`src/rtl/sec_pkg.sv`:
```
// Shared encodings for the security gate.
// Assumes an 8-bit security configuration byte with the lock field in
// bits [1:0] and the key-access field in bits [7:6].
package sec_pkg;

    localparam logic [1:0] LOCK_FIELD_OPEN = 2'b10;
    localparam logic [1:0] KEYS_FIELD_ON   = 2'b10;
    localparam logic [7:0] SEC_BYTE_RESET  = 8'hFF;

    typedef enum logic {
        CMP_IDLE = 1'b0,
        CMP_RUN  = 1'b1
    } cmp_state_t;

    // Lock decode: every pattern but one keeps the device locked.
    function automatic logic lock_decode(input logic [7:0] sec_byte);
        return sec_byte[1:0] != LOCK_FIELD_OPEN;
    endfunction

    // Key access is allowed for exactly one pattern of the top field.
    function automatic logic keys_allowed(input logic [7:0] sec_byte);
        return sec_byte[7:6] == KEYS_FIELD_ON;
    endfunction

endpackage

```
`src/rtl/sec_cfg_hold.sv`:
```
// Captures the security byte and stored keys on the first load after
// reset and holds them until the next reset.
// Assumes the load pulse comes from the nonvolatile storage reader.
module sec_cfg_hold #(
    parameter int NUM_KEYS = 8,
    parameter int KEY_W    = 8,
    localparam int KEYS_W  = NUM_KEYS * KEY_W
) (
    input  logic              clk,
    input  logic              rst_n,
    input  logic              load,
    input  logic [7:0]        sec_in,
    input  logic [KEYS_W-1:0] keys_in,
    output logic              valid,
    output logic [7:0]        sec_q,
    output logic [KEYS_W-1:0] keys_q
);
    import sec_pkg::*;

    // Single-shot capture; a locked default is held until then.
    always_ff @(posedge clk) begin
        if (!rst_n) begin
            valid  <= 1'b0;
            sec_q  <= SEC_BYTE_RESET;
            keys_q <= '0;
        end else if (load && !valid) begin
            valid  <= 1'b1;
            sec_q  <= sec_in;
            keys_q <= keys_in;
        end
    end

endmodule

```
`src/rtl/sec_cand_buf.sv`:
```
// Candidate key buffer written one byte per cycle from a parallel port.
// Assumes writes are frozen by the caller while a comparison is running.
module sec_cand_buf #(
    parameter int NUM_KEYS = 8,
    parameter int KEY_W    = 8,
    localparam int IDX_W   = (NUM_KEYS > 1) ? $clog2(NUM_KEYS) : 1,
    localparam int KEYS_W  = NUM_KEYS * KEY_W
) (
    input  logic              clk,
    input  logic              rst_n,
    input  logic              wr,
    input  logic              freeze,
    input  logic [IDX_W-1:0]  idx,
    input  logic [KEY_W-1:0]  data,
    output logic [KEYS_W-1:0] cand
);

    for (genvar g = 0; g < NUM_KEYS; g++) begin : g_slot
        // One byte slot, written when its position is addressed.
        always_ff @(posedge clk) begin
            if (!rst_n) begin
                cand[g*KEY_W +: KEY_W] <= '0;
            end else if (wr && !freeze && (idx == IDX_W'(g))) begin
                cand[g*KEY_W +: KEY_W] <= data;
            end
        end
    end

endmodule

```
`src/rtl/sec_key_cmp.sv`:
```
// Byte-serial comparator: walks NUM_KEYS byte pairs, one per cycle,
// and exposes the final step with the accumulated match.
// Assumes start is only honoured while idle.
module sec_key_cmp #(
    parameter int NUM_KEYS = 8,
    parameter int KEY_W    = 8,
    localparam int IDX_W   = (NUM_KEYS > 1) ? $clog2(NUM_KEYS) : 1,
    localparam int KEYS_W  = NUM_KEYS * KEY_W
) (
    input  logic              clk,
    input  logic              rst_n,
    input  logic              start,
    input  logic [KEYS_W-1:0] stored,
    input  logic [KEYS_W-1:0] cand,
    output logic              busy,
    output logic              step_last,
    output logic              all_match
);
    import sec_pkg::*;

    localparam logic [IDX_W-1:0] LAST_IDX = IDX_W'(NUM_KEYS - 1);

    cmp_state_t       state;
    logic [IDX_W-1:0] idx;
    logic             run_ok;
    logic [KEY_W-1:0] stored_b;
    logic [KEY_W-1:0] cand_b;
    logic             byte_eq;

    // Select the current byte pair and compare it.
    always_comb begin
        stored_b  = stored[int'(idx)*KEY_W +: KEY_W];
        cand_b    = cand[int'(idx)*KEY_W +: KEY_W];
        byte_eq   = (stored_b == cand_b);
        busy      = (state == CMP_RUN);
        step_last = busy && (idx == LAST_IDX);
        all_match = run_ok && byte_eq;
    end

    // Walk the byte positions and accumulate the match.
    always_ff @(posedge clk) begin
        if (!rst_n) begin
            state  <= CMP_IDLE;
            idx    <= '0;
            run_ok <= 1'b0;
        end else if (state == CMP_IDLE) begin
            if (start) begin
                state  <= CMP_RUN;
                idx    <= '0;
                run_ok <= 1'b1;
            end
        end else begin
            run_ok <= run_ok && byte_eq;
            if (idx == LAST_IDX) begin
                state <= CMP_IDLE;
            end else begin
                idx <= idx + 1'b1;
            end
        end
    end

endmodule

```
`src/rtl/sec_ctrl.sv`:
```
// Command control: accepts or refuses a verify command, records the
// unlock or lockout for the rest of the reset period, and drives the
// registered result pulse.
// Assumes the comparator's last-step signals are valid only while busy.
module sec_ctrl (
    input  logic       clk,
    input  logic       rst_n,
    input  logic       go,
    input  logic       cfg_valid,
    input  logic [7:0] sec_q,
    input  logic       cmp_busy,
    input  logic       step_last,
    input  logic       all_match,
    output logic       start,
    output logic       secured,
    output logic       done,
    output logic       pass,
    output logic       acc_err
);
    import sec_pkg::*;

    logic unlocked;
    logic blocked;
    logic take;
    logic accept;
    logic unused_sec_bits;

    assign unused_sec_bits = ^sec_q[5:2];

    // Decide whether a command is taken and whether it may run.
    always_comb begin
        secured = lock_decode(sec_q) && !unlocked;
        accept  = cfg_valid && keys_allowed(sec_q) && secured && !blocked;
        take    = go && !cmp_busy;
        start   = take && accept;
    end

    // Result pulse plus sticky unlock and lockout.
    always_ff @(posedge clk) begin
        if (!rst_n) begin
            unlocked <= 1'b0;
            blocked  <= 1'b0;
            done     <= 1'b0;
            pass     <= 1'b0;
            acc_err  <= 1'b0;
        end else begin
            done    <= 1'b0;
            pass    <= 1'b0;
            acc_err <= 1'b0;
            if (take && !accept) begin
                done    <= 1'b1;
                acc_err <= 1'b1;
            end
            if (step_last) begin
                done <= 1'b1;
                pass <= all_match;
                if (all_match) begin
                    unlocked <= 1'b1;
                end else begin
                    blocked <= 1'b1;
                end
            end
        end
    end

endmodule

```
`src/rtl/sec_unlock.sv`:
```
// Top of the security gate: configuration capture, candidate buffer,
// serial key comparator and command control.
// Assumes cfg_load arrives after reset from the nonvolatile reader.
module sec_unlock #(
    parameter int NUM_KEYS = 8,
    parameter int KEY_W    = 8,
    localparam int IDX_W   = (NUM_KEYS > 1) ? $clog2(NUM_KEYS) : 1,
    localparam int KEYS_W  = NUM_KEYS * KEY_W
) (
    input  logic              clk,
    input  logic              rst_n,
    input  logic              cfg_load,
    input  logic [7:0]        cfg_sec,
    input  logic [KEYS_W-1:0] cfg_keys,
    input  logic              cand_wr,
    input  logic [IDX_W-1:0]  cand_idx,
    input  logic [KEY_W-1:0]  cand_byte,
    input  logic              verify_go,
    output logic              secured,
    output logic              busy,
    output logic              vfy_done,
    output logic              vfy_pass,
    output logic              vfy_acc_err
);

    logic              cfg_valid;
    logic [7:0]        sec_q;
    logic [KEYS_W-1:0] keys_q;
    logic [KEYS_W-1:0] cand;
    logic              cmp_start;
    logic              step_last;
    logic              all_match;

    sec_cfg_hold #(.NUM_KEYS(NUM_KEYS), .KEY_W(KEY_W)) u_cfg (
        .clk     (clk),
        .rst_n   (rst_n),
        .load    (cfg_load),
        .sec_in  (cfg_sec),
        .keys_in (cfg_keys),
        .valid   (cfg_valid),
        .sec_q   (sec_q),
        .keys_q  (keys_q)
    );

    sec_cand_buf #(.NUM_KEYS(NUM_KEYS), .KEY_W(KEY_W)) u_cand (
        .clk    (clk),
        .rst_n  (rst_n),
        .wr     (cand_wr),
        .freeze (busy),
        .idx    (cand_idx),
        .data   (cand_byte),
        .cand   (cand)
    );

    sec_key_cmp #(.NUM_KEYS(NUM_KEYS), .KEY_W(KEY_W)) u_cmp (
        .clk       (clk),
        .rst_n     (rst_n),
        .start     (cmp_start),
        .stored    (keys_q),
        .cand      (cand),
        .busy      (busy),
        .step_last (step_last),
        .all_match (all_match)
    );

    sec_ctrl u_ctrl (
        .clk       (clk),
        .rst_n     (rst_n),
        .go        (verify_go),
        .cfg_valid (cfg_valid),
        .sec_q     (sec_q),
        .cmp_busy  (busy),
        .step_last (step_last),
        .all_match (all_match),
        .start     (cmp_start),
        .secured   (secured),
        .done      (vfy_done),
        .pass      (vfy_pass),
        .acc_err   (vfy_acc_err)
    );

endmodule

```
`config.mk`:
```
export PLATFORM = sky130hd
export DESIGN_NAME = sec_unlock
export DESIGN_NICKNAME = d
export VERILOG_FILES = /design/src/rtl/sec_pkg.sv /design/src/rtl/sec_cfg_hold.sv /design/src/rtl/sec_cand_buf.sv /design/src/rtl/sec_key_cmp.sv /design/src/rtl/sec_ctrl.sv /design/src/rtl/sec_unlock.sv
export SDC_FILE = /design/constraint.sdc
export NUM_CORES = 1
export LEC_CHECK = 0
export BUFFER_PORTS_ARGS = -buffer_cell sky130_fd_sc_hd__buf_2
export CAP_MARGIN = 20
export CORE_ASPECT_RATIO = 1.1
export CORE_UTILIZATION = 40
export CTS_BUF_LIST = sky130_fd_sc_hd__clkbuf_4 sky130_fd_sc_hd__clkbuf_8
export DETAILED_ROUTE_END_ITERATION = 7
export GPL_ROUTABILITY_DRIVEN = 1
export RECOVER_POWER = 100
export SLEW_MARGIN = 40
export SYNTH_ARGS = -nofsm -noshare
export SYNTH_HDL_FRONTEND = slang
export SYNTH_HIERARCHICAL = 1
export SYNTH_SLANG_ARGS = --single-unit
```
`constraint.sdc`:
```
create_clock -name clk -period 3 [get_ports clk]
set_input_delay 0.15 -clock clk [delete_from_list [all_inputs] [get_ports clk]]
set_output_delay 0.15 -clock clk [all_outputs]
set_load 0.01 [all_outputs]
```
## Yosys cells after proc, flatten, opt, wreduce, memory -nomap -nowiden

Cells that the tools add are included.

| cells by class | value |
|---|---|
| $add $sub $neg | 1 |
| eq/ne operators | 12 |
| shift operators | 2 |
| multiplexer cells | 10 |
| bitwise gates (word level) | 1 |
| reduce and logical (&&, ||, !) cells | 30 |

Operator list:

| kind | count |
|---|---|
| $shiftx A64 B7 Y8 | 2 |
| $logic_and A1 B1 Y1 | 19 |
| $eq A3 B3 Y1 const B | 5 |
| $mux W3 | 3 |
| $eq A8 B8 Y1 | 1 |
| $reduce_and A2 Y1 | 4 |
| $mux W1 | 7 |
| $eq A3 B2 Y1 const B | 2 |
| $logic_not A1 Y1 | 5 |
| $ne A2 B2 Y1 const B | 2 |
| $add A3 B1 Y3 const B | 1 |
| $eq A3 B1 Y1 const B | 1 |
| $logic_not A3 Y1 | 1 |
| $eq A2 B2 Y1 const B | 1 |
| $reduce_bool A2 Y1 | 1 |
| $not A1 Y1 | 1 |

| storage, ports and cells | value |
|---|---|
| register bits | 147 |
| bits of input ports | 88 |
| output and inout bits | 5 |

## Depth between registers and ports, before layout

| logic depth | value |
|---|---|
| depth in word-level cells | 8 |
| mapped depth | 10 |
| mapped depth without buffers | 7 |

## Cells and area by module

Netlist, hierarchy kept.

By module, submodules not included:

| module | times used | cells an instance | area each (um^2) | sequential area each (um^2) |
|---|---|---|---|---|
| sec_cfg_hold | 1 | 315 | 2976.6 | 1461.4 |
| sec_cand_buf | 1 | 226 | 2392.3 | 1281.2 |
| sec_key_cmp | 1 | 125 | 1253.7 | 100.1 |
| sec_ctrl | 1 | 19 | 198.9 | 100.1 |

## Worst setup path after synthesis

No wires, ideal clock.

| timing path | value |
|---|---|
| path kind | register to register |
| start | register u_cmp.idx[1] |
| end | register u_ctrl.blocked |
| setup time | 0.115 ns |
| arrival | 1.980 ns |
| required time | 2.885 ns |
| slack | 0.905 ns |
| stages on the path, launching flop included | 9 |
| cells stage by stage | dfxtp_1 > buf_6 > mux4_1 > mux2_2 > and3_1 > a211oi_2 > and4_1 > nor2b_1 > o21a_1 |

| on the way | value |
|---|---|
| longest elaborated chain between the ends | 5 |
| elaborated cells on any way between the ends | 8 |
| those cells by class | eq/ne (2); shift (2); bitwise (1); reduce/logical (3) |

RTL lines:

| element | line | source |
|---|---|---|
| start: declaration | sec_key_cmp.sv:24 | `logic [IDX_W-1:0] idx;` |
| start signal: assignment | sec_key_cmp.sv:57 | `idx <= idx + 1'b1;` |
| $shiftx A64 B7 Y8 (on tied branches) | sec_key_cmp.sv:32, sec_key_cmp.sv:33 |  |
| $eq A8 B8 Y1 * | sec_key_cmp.sv:34 | `byte_eq = (stored_b == cand_b);` |
| $logic_and A1 B1 Y1 * | sec_key_cmp.sv:37 | `all_match = run_ok && byte_eq;` |
| net all_match | sec_unlock.sv:32 | `logic all_match;` |
| $not A1 Y1 (no line) * | - |  |
| $reduce_and A2 Y1 (no line) * | - |  |
| end signal: assignment | sec_ctrl.sv:42 | `blocked <= 1'b0;` |
| end signal: assignment | sec_ctrl.sv:60 | `blocked <= 1'b1;` |
| end: declaration | sec_ctrl.sv:23 | `logic blocked;` |

Mark *: on every way through the listed nets, which the timed path passes. The rest lies on a longest branch.
A chain may end at the register's enable or synchronous reset.

## Worst setup path after layout

| timing path | value |
|---|---|
| start | register u_cmp.idx[1] |
| end | register u_ctrl.unlocked |

| on the way | value |
|---|---|
| longest elaborated chain between the ends | 4 |
| elaborated cells on any way between the ends | 7 |
| those cells by class | eq/ne (2); shift (2); reduce/logical (3) |

RTL lines:

| element | line | source |
|---|---|---|
| $shiftx A64 B7 Y8 (on tied branches) | sec_key_cmp.sv:32, sec_key_cmp.sv:33 |  |
| $eq A8 B8 Y1 * | sec_key_cmp.sv:34 |  |
| $logic_and A1 B1 Y1 * | sec_key_cmp.sv:37 |  |
| net all_match | sec_unlock.sv:32 |  |
| $reduce_and A2 Y1 (no line) * | - |  |
| end signal: assignment | sec_ctrl.sv:41 | `unlocked <= 1'b0;` |
| end signal: assignment | sec_ctrl.sv:58 | `unlocked <= 1'b1;` |
| end: declaration | sec_ctrl.sv:22 | `logic unlocked;` |

Marks and branches as above.

==> flow_metrics.env <==
export IMPL_status="finished with violations"
export IMPL_failed_checks="design-rule violations, max-capacitance violations, max-slew violations"
export IMPL_die_area_sq_um=17200
export IMPL_synth_area_sq_um=6670
export IMPL_rsz0062_at_grt="no"
export IMPL_drc=12
export IMPL_start_util=0.409
export IMPL_grt_pass1_wl_microns=26200
export IMPL_setup_tns_ns=0
export IMPL_cts_sinks=143
export IMPL_fmax_mhz=378
export IMPL_cp_arrival_ns=2.99
export IMPL_r2r_cells=8
export IMPL_crit_chain="clkbuf_1 -> mux4_2 -> mux2i_1 -> xor2_1 -> nor2_1 -> and4_1 -> and3_1 -> a21o_1"
export IMPL_p_per_area_nw_per_um2=508
export IMPL_timing_reg2reg_setup_slack_ns=0.35
export IMPL_routabilityCongestion=0.842
export IMPL_cpPeakStageDelay_ns=0.71
export IMPL_io_pins=93
export IMPL_pre_cts_ws_ns=0.419
export IMPL_slowest_stage="dfxtp_1"
export IMPL_rows=49
export IMPL_endpoint_kind="flop"
export IMPL_post_route_cells_drive_above_1_share=0.169
export IMPL_setup_violations=0
export IMPL_grt_ovfl_total=0
export IMPL_fin_skew_ns=0.00990
export IMPL_wl_per_cell_microns=16.2
export IMPL_core_area_sq_um=16300
export IMPL_grt_use_total=0.201
export IMPL_post_route_min_period_ns=2.65
export IMPL_top_layer="met4"
export IMPL_ir_worst_vdd_uv=286
export IMPL_area_growth_pct=22.4
export IMPL_holdPathStages=4
export IMPL_r2r_start="u_cmp/idx[1]"
export IMPL_final_antenna_net_count=0
export IMPL_numCtsBuffers=17
export IMPL_worstMarginPinSlew_ns=1.79
export IMPL_grt_pass1_vias=5187
export IMPL_crit_type="flop to flop"
export IMPL_cp_startpoint="u_cmp/idx[1]"
export IMPL_wl_met1_microns=7470
export IMPL_clkTransAtPathRegs_ns=0.08
export IMPL_first_pass_iters=7
export IMPL_worstHoldPathType="input port to flop"
export IMPL_grt_antenna_before_repair=0
export IMPL_postSynthAreaPerCell_sq_um=9.96
export IMPL_met3_length_microns=668
export IMPL_num_antenna_cells=0
export IMPL_clock_latency_ns=0.45
export IMPL_fin_crit_sh=0.883
export IMPL_p_leak_nw=3.55
export IMPL_grt_max_degree=168
export IMPL_cts_tree="yes"
export IMPL_die_w_microns=125
export IMPL_path_max_fanout=11
export IMPL_routed_via_density=4.93
export IMPL_startpoint_type="flop"
export IMPL_reg2reg_to="u_ctrl/unlocked"
export IMPL_setup_ws_ns=0.352
export IMPL_wl_met2_microns=8050
export IMPL_syn_nets=759
export IMPL_finalNetCount=898
export IMPL_drtIter0Drc=268
export IMPL_routed_via_count=5057
export IMPL_fill_cells=1511
export IMPL_htree_levels=4
export IMPL_root_buffer="clkbuf_8"
export IMPL_crit_required_ns=3.34
export IMPL_max_slew_margin=-0.198
export IMPL_hpwl_microns=11100
export IMPL_cap_viol_max_count=2
export IMPL_placed_cells=924
export IMPL_synth_yosys_warnings=6
export IMPL_instances_no_fill=1025
export IMPL_whs_ns=0.115
export IMPL_route_final_wire_length_microns=16600
export IMPL_holdPathEnd="u_ctrl/acc_err"
export IMPL_slew_viol_final=177
export IMPL_cts_repair_resized=0
export IMPL_port_buffers=88
export IMPL_holdCritStartpoint="verify_go"
export IMPL_die_y_microns=137
export IMPL_total_power_mw=4.15
export IMPL_post_cts_buffers=0
export IMPL_hold_viol_final=0
export IMPL_synthCells=669
export IMPL_clk_path_buf_depth=2
## metal layers
| metal | vias up | track usage |
|---|---|---|
| li1 | 2526 | - |
| met4 | 0 | 0.0969 |
| met1 | 2401 | 0.237 |
| met3 | 23 | 0.0458 |
| met5 | - | 0 |
| met2 | 107 | 0.349 |
## report_power, final
| part | internal, mW | switching [mW] |
|---|---|---|
| Combinational | 0.240 | 0.225 |
| Sequential | 1.98 | 0.0624 |
| Clock | 0.916 | 0.728 |
## how the worst max path moves through the flow
stage / slack [ns] / endpoint
CTS: 0.40 / u_ctrl/unlocked
detailed placement: 0.42 / u_ctrl/unlocked
global placement: 0.42 / u_ctrl/unlocked
finish: 0.35 / u_ctrl/unlocked
floorplan: 0.90 / u_ctrl/blocked
global route: 0.17 / u_ctrl/unlocked
## layout by cell type, fill, tap and decap left out, types with 2 or more instances in the layout
| master | count |
|---|---|
| inv_1 | 6 |
| clkinv_2 | 4 |
| mux4_1 | 2 |
| nand2b_1 | 5 |
| and3_1 | 3 |
| and2_0 | 3 |
| o211ai_1 | 4 |
| a22oi_1 | 3 |
| nand4_1 | 4 |
| ha_1 | 2 |
| buf_4 | 2 |
| nor2b_1 | 3 |
| nor4_1 | 6 |
| o21a_1 | 4 |
| clkbuf_8 | 21 |
| dlygate4sd3_1 | 69 |
| buf_12 | 2 |
| and4_1 | 2 |
| mux2i_1 | 136 |
| buf_2 | 83 |
| xnor2_1 | 17 |
| nand3b_1 | 7 |
| clkbuf_1 | 7 |
| mux4_2 | 14 |
| clkinvlp_4 | 2 |
| bufinv_16 | 3 |
| xor2_1 | 25 |
| dfxtp_1 | 143 |
| nand2_1 | 204 |
| nor2_1 | 13 |
| nor3b_1 | 3 |
| clkbuf_4 | 2 |
## sequential cells by signal, summed over array words and instances, names as in the netlist, 3 cells and up
register	flops
u_cand/cand	64
u_cfg/keys_q	64
u_cfg/sec_q	4
u_cmp/idx	3
## what timing repair did
action,4_1_cts,5_1_grt
hold buffers,69,0
setup endpoints to repair,0,0
hold endpoints to repair,69,0
## metrics by stage
step,utilization,area [sq um]
2_1_floorplan,-,6670
6_report,0.500,8160
4_1_cts,0.505,8240
3_5_place_dp,0.437,7120
3_3_place_gp,0.436,7110
5_1_grt,0.500,8160
## worst max-delay path, delay by kind of cell, from the launching register on
kind | cells | cell delay [ns]
AO/OA/AOI/OAI | 1 | 0.15
XOR/XNOR | 1 | 0.19
buffers and inverters | 1 | 0.28
flip-flops | 1 | 0.71
multiplexers | 2 | 0.80
AND/OR/NAND/NOR | 3 | 0.42
## area by class of cell
class                      count  area [sq um]  share of cell area
sequential                   143          2860               0.351
multi-input combinational    474          3390               0.415
clock buffer                  22           297              0.0363
timing repair buffer         165          1200               0.147
clock inverter                10           134              0.0164
tap                          204           255              0.0313
inverter                       7          26.3             0.00322
No activity file was read; power rests on OpenSTA's default activity.
